<file path="config.mk">
export PLATFORM = sky130hd
export DESIGN_NAME = disp_irq_agg
export DESIGN_NICKNAME = d
export VERILOG_FILES = /design/src/rtl/disp_irq_pkg.sv /design/src/rtl/disp_pipe_evt.sv /design/src/rtl/disp_irq_core.sv /design/src/rtl/disp_irq_agg.sv
export SDC_FILE = /design/constraint.sdc
export NUM_CORES = 1
export LEC_CHECK = 0
export ABC_AREA = 0
export BUFFER_PORTS_ARGS = -buffer_cell sky130_fd_sc_hd__buf_2
export CORE_MARGIN = 3
export CORE_UTILIZATION = 54
export DETAILED_ROUTE_END_ITERATION = 10
export PLACE_DENSITY = 0.77
export SETUP_SLACK_MARGIN = 0.1
export SLEW_MARGIN = 25
export SYNTH_ARGS = -nofsm -noshare
export SYNTH_HDL_FRONTEND = slang
export SYNTH_SLANG_ARGS = --single-unit
</file>
<file path="constraint.sdc">
create_clock -name clk -period 2.2 [get_ports clk]
set_clock_uncertainty 0.15 [all_clocks]
set_input_delay 0.11 -clock clk [delete_from_list [all_inputs] [get_ports clk]]
set_output_delay 0.11 -clock clk [all_outputs]
set_load 0.01 [all_outputs]
</file>
<file path="src/rtl/disp_irq_pkg.sv">
`timescale 1ns/1ps
package disp_irq_pkg;
  localparam int ADDR_W    = 4;
  localparam int NUM_PIPES = 2;

  // identity / raw vector positions
  localparam int BIT_BLC   = 0;
  localparam int BIT_USER  = 1;
  localparam int BIT_PIPEB = 4;
  localparam int BIT_PIPEA = 6;

  // pipe status register layout: index 0 = blank start, 1 = blank
  localparam int ST_BIT [2] = '{1, 2};
  localparam int EN_BIT [2] = '{17, 18};

  localparam logic [ADDR_W-1:0] ADR_RAW   = 4'd0;
  localparam logic [ADDR_W-1:0] ADR_MASK  = 4'd1;
  localparam logic [ADDR_W-1:0] ADR_IDENT = 4'd2;
  localparam logic [ADDR_W-1:0] ADR_ENAB  = 4'd3;

  localparam int                PIPE_BIT [NUM_PIPES] = '{BIT_PIPEA, BIT_PIPEB};
  localparam logic [ADDR_W-1:0] STAT_ADR [NUM_PIPES] = '{4'd4, 4'd5};
  localparam logic [ADDR_W-1:0] FHI_ADR  [NUM_PIPES] = '{4'd6, 4'd8};
  localparam logic [ADDR_W-1:0] FLO_ADR  [NUM_PIPES] = '{4'd7, 4'd9};
endpackage

</file>
<file path="src/rtl/disp_pipe_evt.sv">
`timescale 1ns/1ps
module disp_pipe_evt #(
  parameter int FRAME_W = 24
) (
  input  logic               clk,
  input  logic               rst_n,
  input  logic               vbs_i,
  input  logic               vb_i,
  input  logic               wr_i,
  input  logic [1:0]         en_wdata_i,
  input  logic [1:0]         clr_i,
  output logic [1:0]         stat_o,
  output logic [1:0]         en_o,
  output logic               line_o,
  output logic [FRAME_W-1:0] frame_o
);
  logic [1:0] evt;
  logic [1:0] clr_eff;

  assign evt     = {vb_i, vbs_i};
  assign clr_eff = wr_i ? clr_i : 2'b00;

  always_ff @(posedge clk or negedge rst_n) begin
    if (!rst_n) begin
      stat_o  <= '0;
      en_o    <= '0;
      frame_o <= '0;
    end else begin
      // a fresh event beats a same-cycle clear
      stat_o <= evt | (stat_o & ~clr_eff);
      if (wr_i) en_o <= en_wdata_i;
      if (vb_i) frame_o <= frame_o + 1'b1;
    end
  end

  assign line_o = |(stat_o & en_o);
endmodule

</file>
<file path="src/rtl/disp_irq_core.sv">
`timescale 1ns/1ps
module disp_irq_core #(
  parameter int IRQ_W = 8
) (
  input  logic             clk,
  input  logic             rst_n,
  input  logic [IRQ_W-1:0] raw_i,
  input  logic             mask_wr_i,
  input  logic             ident_wr_i,
  input  logic             enab_wr_i,
  input  logic [IRQ_W-1:0] wdata_i,
  output logic [IRQ_W-1:0] mask_o,
  output logic [IRQ_W-1:0] ident_o,
  output logic [IRQ_W-1:0] enab_o,
  output logic             irq_o
);
  logic [IRQ_W-1:0] raw_q;
  logic [IRQ_W-1:0] rise;
  logic [IRQ_W-1:0] clr;

  assign rise = raw_i & ~raw_q;
  assign clr  = ident_wr_i ? wdata_i : '0;

  always_ff @(posedge clk or negedge rst_n) begin
    if (!rst_n) begin
      raw_q   <= '0;
      mask_o  <= '1;
      ident_o <= '0;
      enab_o  <= '0;
    end else begin
      raw_q   <= raw_i;
      // the mask in force at the edge decides; later unmasking recovers nothing
      ident_o <= (ident_o & ~clr) | (rise & ~mask_o);
      if (mask_wr_i) mask_o <= wdata_i;
      if (enab_wr_i) enab_o <= wdata_i;
    end
  end

  assign irq_o = |(ident_o & enab_o);
endmodule

</file>
<file path="src/rtl/disp_irq_agg.sv">
`timescale 1ns/1ps
module disp_irq_agg
  import disp_irq_pkg::*;
#(
  parameter int DATA_W  = 32,
  parameter int IRQ_W   = 8,
  parameter int FRAME_W = 24
) (
  input  logic              clk,
  input  logic              rst_n,
  input  logic [1:0]        vbl_start_i,
  input  logic [1:0]        vbl_i,
  input  logic              user_evt_i,
  input  logic              blc_evt_i,
  input  logic              bus_wr_i,
  input  logic [ADDR_W-1:0] bus_addr_i,
  input  logic [DATA_W-1:0] bus_wdata_i,
  output logic [DATA_W-1:0] bus_rdata_o,
  output logic              irq_o
);
  localparam int HI_W = FRAME_W - 8;

  logic [NUM_PIPES-1:0][1:0]         stat_w;
  logic [NUM_PIPES-1:0][1:0]         en_w;
  logic [NUM_PIPES-1:0]              line_w;
  logic [NUM_PIPES-1:0][FRAME_W-1:0] frame_w;
  logic [IRQ_W-1:0]                  raw_w;
  logic [IRQ_W-1:0]                  mask_w;
  logic [IRQ_W-1:0]                  ident_w;
  logic [IRQ_W-1:0]                  enab_w;
  wire                               unused_wdata = ^bus_wdata_i;

  for (genvar p = 0; p < NUM_PIPES; p++) begin : g_pipe
    logic       wr_p;
    logic [1:0] en_d;
    logic [1:0] clr_d;
    assign wr_p  = bus_wr_i && (bus_addr_i == STAT_ADR[p]);
    assign en_d  = {bus_wdata_i[EN_BIT[1]], bus_wdata_i[EN_BIT[0]]};
    assign clr_d = {bus_wdata_i[ST_BIT[1]], bus_wdata_i[ST_BIT[0]]};

    disp_pipe_evt #(.FRAME_W(FRAME_W)) u_pipe (
      .clk        (clk),
      .rst_n      (rst_n),
      .vbs_i      (vbl_start_i[p]),
      .vb_i       (vbl_i[p]),
      .wr_i       (wr_p),
      .en_wdata_i (en_d),
      .clr_i      (clr_d),
      .stat_o     (stat_w[p]),
      .en_o       (en_w[p]),
      .line_o     (line_w[p]),
      .frame_o    (frame_w[p])
    );
  end

  always_comb begin
    raw_w           = '0;
    raw_w[BIT_BLC]  = blc_evt_i;
    raw_w[BIT_USER] = user_evt_i;
    for (int p = 0; p < NUM_PIPES; p++) raw_w[PIPE_BIT[p]] = line_w[p];
  end

  disp_irq_core #(.IRQ_W(IRQ_W)) u_core (
    .clk        (clk),
    .rst_n      (rst_n),
    .raw_i      (raw_w),
    .mask_wr_i  (bus_wr_i && (bus_addr_i == ADR_MASK)),
    .ident_wr_i (bus_wr_i && (bus_addr_i == ADR_IDENT)),
    .enab_wr_i  (bus_wr_i && (bus_addr_i == ADR_ENAB)),
    .wdata_i    (bus_wdata_i[IRQ_W-1:0]),
    .mask_o     (mask_w),
    .ident_o    (ident_w),
    .enab_o     (enab_w),
    .irq_o      (irq_o)
  );

  always_comb begin
    bus_rdata_o = '0;
    if (bus_addr_i == ADR_RAW)   bus_rdata_o[IRQ_W-1:0] = raw_w;
    if (bus_addr_i == ADR_MASK)  bus_rdata_o[IRQ_W-1:0] = mask_w;
    if (bus_addr_i == ADR_IDENT) bus_rdata_o[IRQ_W-1:0] = ident_w;
    if (bus_addr_i == ADR_ENAB)  bus_rdata_o[IRQ_W-1:0] = enab_w;
    for (int p = 0; p < NUM_PIPES; p++) begin
      if (bus_addr_i == STAT_ADR[p]) begin
        for (int b = 0; b < 2; b++) begin
          bus_rdata_o[ST_BIT[b]] = stat_w[p][b];
          bus_rdata_o[EN_BIT[b]] = en_w[p][b];
        end
      end
      if (bus_addr_i == FHI_ADR[p]) bus_rdata_o[HI_W-1:0] = frame_w[p][FRAME_W-1:8];
      if (bus_addr_i == FLO_ADR[p]) bus_rdata_o[7:0]      = frame_w[p][7:0];
    end
  end
endmodule

</file>
==> out/results.ini <==
[outcome]
status=finished clean

[finish]
mostFrequentLayoutCell=dfrtp_1
fin_util=0.660
diodes=0
drive_above_1_share=0.248
layout_common_cells=76 x dfrtp_1, 40 x buf_2, 32 x nand2_1
syn_to_final_growth_pct=16.7
nNetsFinal=529

[synth]
synthMuxAreaShare=0.0873
yosys_warnings=0
synth_cells=417
ys.flop_type=dfrtp_1
synthAdderAreaFrac=0.00563
synth_top_family_by_area=simple AND/OR/NAND/NOR gates
synth-seq-area-share=0.475
synthXorXnorAreaFrac=0.0907
synthesis.area_um2=4440
synthSimpleGateAreaFrac=0.179
synth_edf_count=0
ys_ff_latch=84
synth-compound-area-share=0.111
synth.distinct_cells=57
async_reset_ff_frac=1.00
syn_area_per_cell_um2=10.7

[routing]
drt_iter0_markers=205
vias_per_cell=5.67
num_vias=3337
antenna_left=0
routedWlPerCell_um=17.1
routed_wl_um=10100
dr.pass1.iters=4
drcViolationCount=0

[power]
share_seq_of_total_power=0.524
clock_power_share=0.298
pwr-share-comb=0.178
p_leak_nw=2.28
power_density_nw_per_um2=762
p_int_mw=2.80
peakVddDrop_v=0.000534
power.switching_mw=1.15
switching_share=0.290

[setup_path]
path_max_fanout=3
cp-start-kind=flip-flop
worstSetupPathType=flip-flop to output port
reg2regPathDepth=4
required_ps=1940
end_kind=output port
arrival_ps=1760
r2r_setup_slack_ps=330

[die]
num_rows=32
pin_count=78
die_h_um=96.7
dieArea_um2=9350
start_util=0.566
core-area_um2=7850
fp.dieW_um=96.7

[timing]
slew_viol_final=0
final.min_clock_period_ps=2020
finalHoldViolCount=0
fin_setup_tns_ps=0
worst_pin_slew_ps=543
hold_ws_ps=86.0
rsz0062_at_grt=no
setup_viol=0
period_share=0.917
slew_headroom=0.638
max_freq_ghz=0.496

[cts]
cts_tree=yes
cts_root_buf=clkbuf_8
cts.path.max_buffers=2
numCtsBuffers=9
h-tree-depth=3
clock_sinks=84
path_clk_slew_ps=80
clk_latency_ps=350

[grt]
grt_overflow=0
grt_start_max_net_pins=55
grt.total_usage=0.226
grt_pass1_wl_um=17200
grt_pass1_vias=3455
antenna_found_initial=0

[run]
max-cap-violations=0

[hold_path]
hold_class=primary input to async pin

[placed_design]
io_buffer_count=41
hpwl_um=7160
gp_congestion=0.831

stage by stage:
step	std cells	setup WS (ps)	power, mW	cell area, um^2
CTS	588	106	3.96	5150
finish	589	183	3.95	5180
detailed placement	553	243	2.76	4750
global placement	553	262	2.71	4750
floorplan	430	428	2.50	4490
global route	589	104	4.18	5180
kinds of logic after synthesis:
family	count (synthesis)
compound gates	68
mux	34
simple gates	140
fa+ha+maj	2
xor+xnor	46
other cells	1
buf+inv	42
flops	84
critical path, cell delays in order, from the launching register on:
cell and delay (ps):
dfstp_2 560, a21oi_1 70, o32ai_1 300, a21oi_2 90, a221oi_2 210, buf_2 180
final cells by class:
cell class	count	area, um^2
sequential	84	2110
timing repair buffer	71	505
fill	614	2670
inverter	12	45.0
clock buffer	11	131
multi-input combinational	304	2180
clock inverter	5	78.8
tap	102	128
cell usage after synthesis (9+ instances only):
master	n	area, um^2
dfrtp_1	76	1900
inv_1	12	45.0
buf_4	14	105
nand3_1	20	100
xnor2_1	29	254
nor2_1	23	86.3
nand2_1	32	120
clkbuf_1	9	33.8
a22o_1	12	105
o21ai_0	13	65.1
nand4_1	13	81.3
a22oi_1	11	82.6
xor2_1	17	149
mux2_2	28	315
metal layers:
| metal | track usage | share of wire | routed length, um | vias to the layer above |
|---|---|---|---|---|
| li1 | - | - | - | 1587 |
| met3 | 0.0483 | 0.050 | 507 | 15 |
| met5 | 0 | 0 | 0 | - |
| met1 | 0.300 | 0.44 | 4460 | 1648 |
| met4 | 0.0702 | 0.015 | 154 | 0 |
| met2 | 0.372 | 0.49 | 4970 | 87 |
path summary, 6_finish.rpt:
check	startpoint	end
max in group asynchronous	rst_n	u_core.mask_o[7]$_DFFE_PN1P_
min in group clk	bus_wr_i	g_pipe[0].u_pipe.stat_o[1]$_DFF_PN0_
hold reg to reg	g_pipe[0].u_pipe.frame_o[23]$_DFFE_PN0P_	g_pipe[0].u_pipe.frame_o[23]$_DFFE_PN0P_
hold / removal	rst_n	u_core.ident_o[0]$_DFF_PN0_
setup / recovery	u_core.mask_o[6]$_DFFE_PN1P_	bus_rdata_o[6]
setup reg to reg	g_pipe[1].u_pipe.frame_o[3]$_DFFE_PN0P_	g_pipe[1].u_pipe.frame_o[19]$_DFFE_PN0P_
power groups by stage:
stage | combinational [mW] | clock, mW | sequential, mW
floorplan | 0.489 | 0 | 2.01
global placement | 0.636 | 0 | 2.08
global route | 0.787 | 1.29 | 2.10
CTS | 0.692 | 1.21 | 2.06
detailed placement | 0.665 | 0 | 2.09
finish | 0.703 | 1.18 | 2.07
sequential cells by signal, summed over array words and instances (netlist names):
name                   flops
g_pipe.u_pipe.stat_o       4
u_core.raw_q               4
g_pipe.u_pipe.en_o         4
u_core.enab_o              8
u_core.ident_o             8
u_core.mask_o              8
g_pipe.u_pipe.frame_o     48
repair_timing:
item                                    4_1_cts  5_1_grt
hold buffers                                 19        0
hold endpoints to repair                    123        0
endpoints found under the setup margin        1        6
buffers inserted                              0        1
pin swaps                                     0        2
gates resized for setup                       1        5
Power figures use the tool's default switching activity.
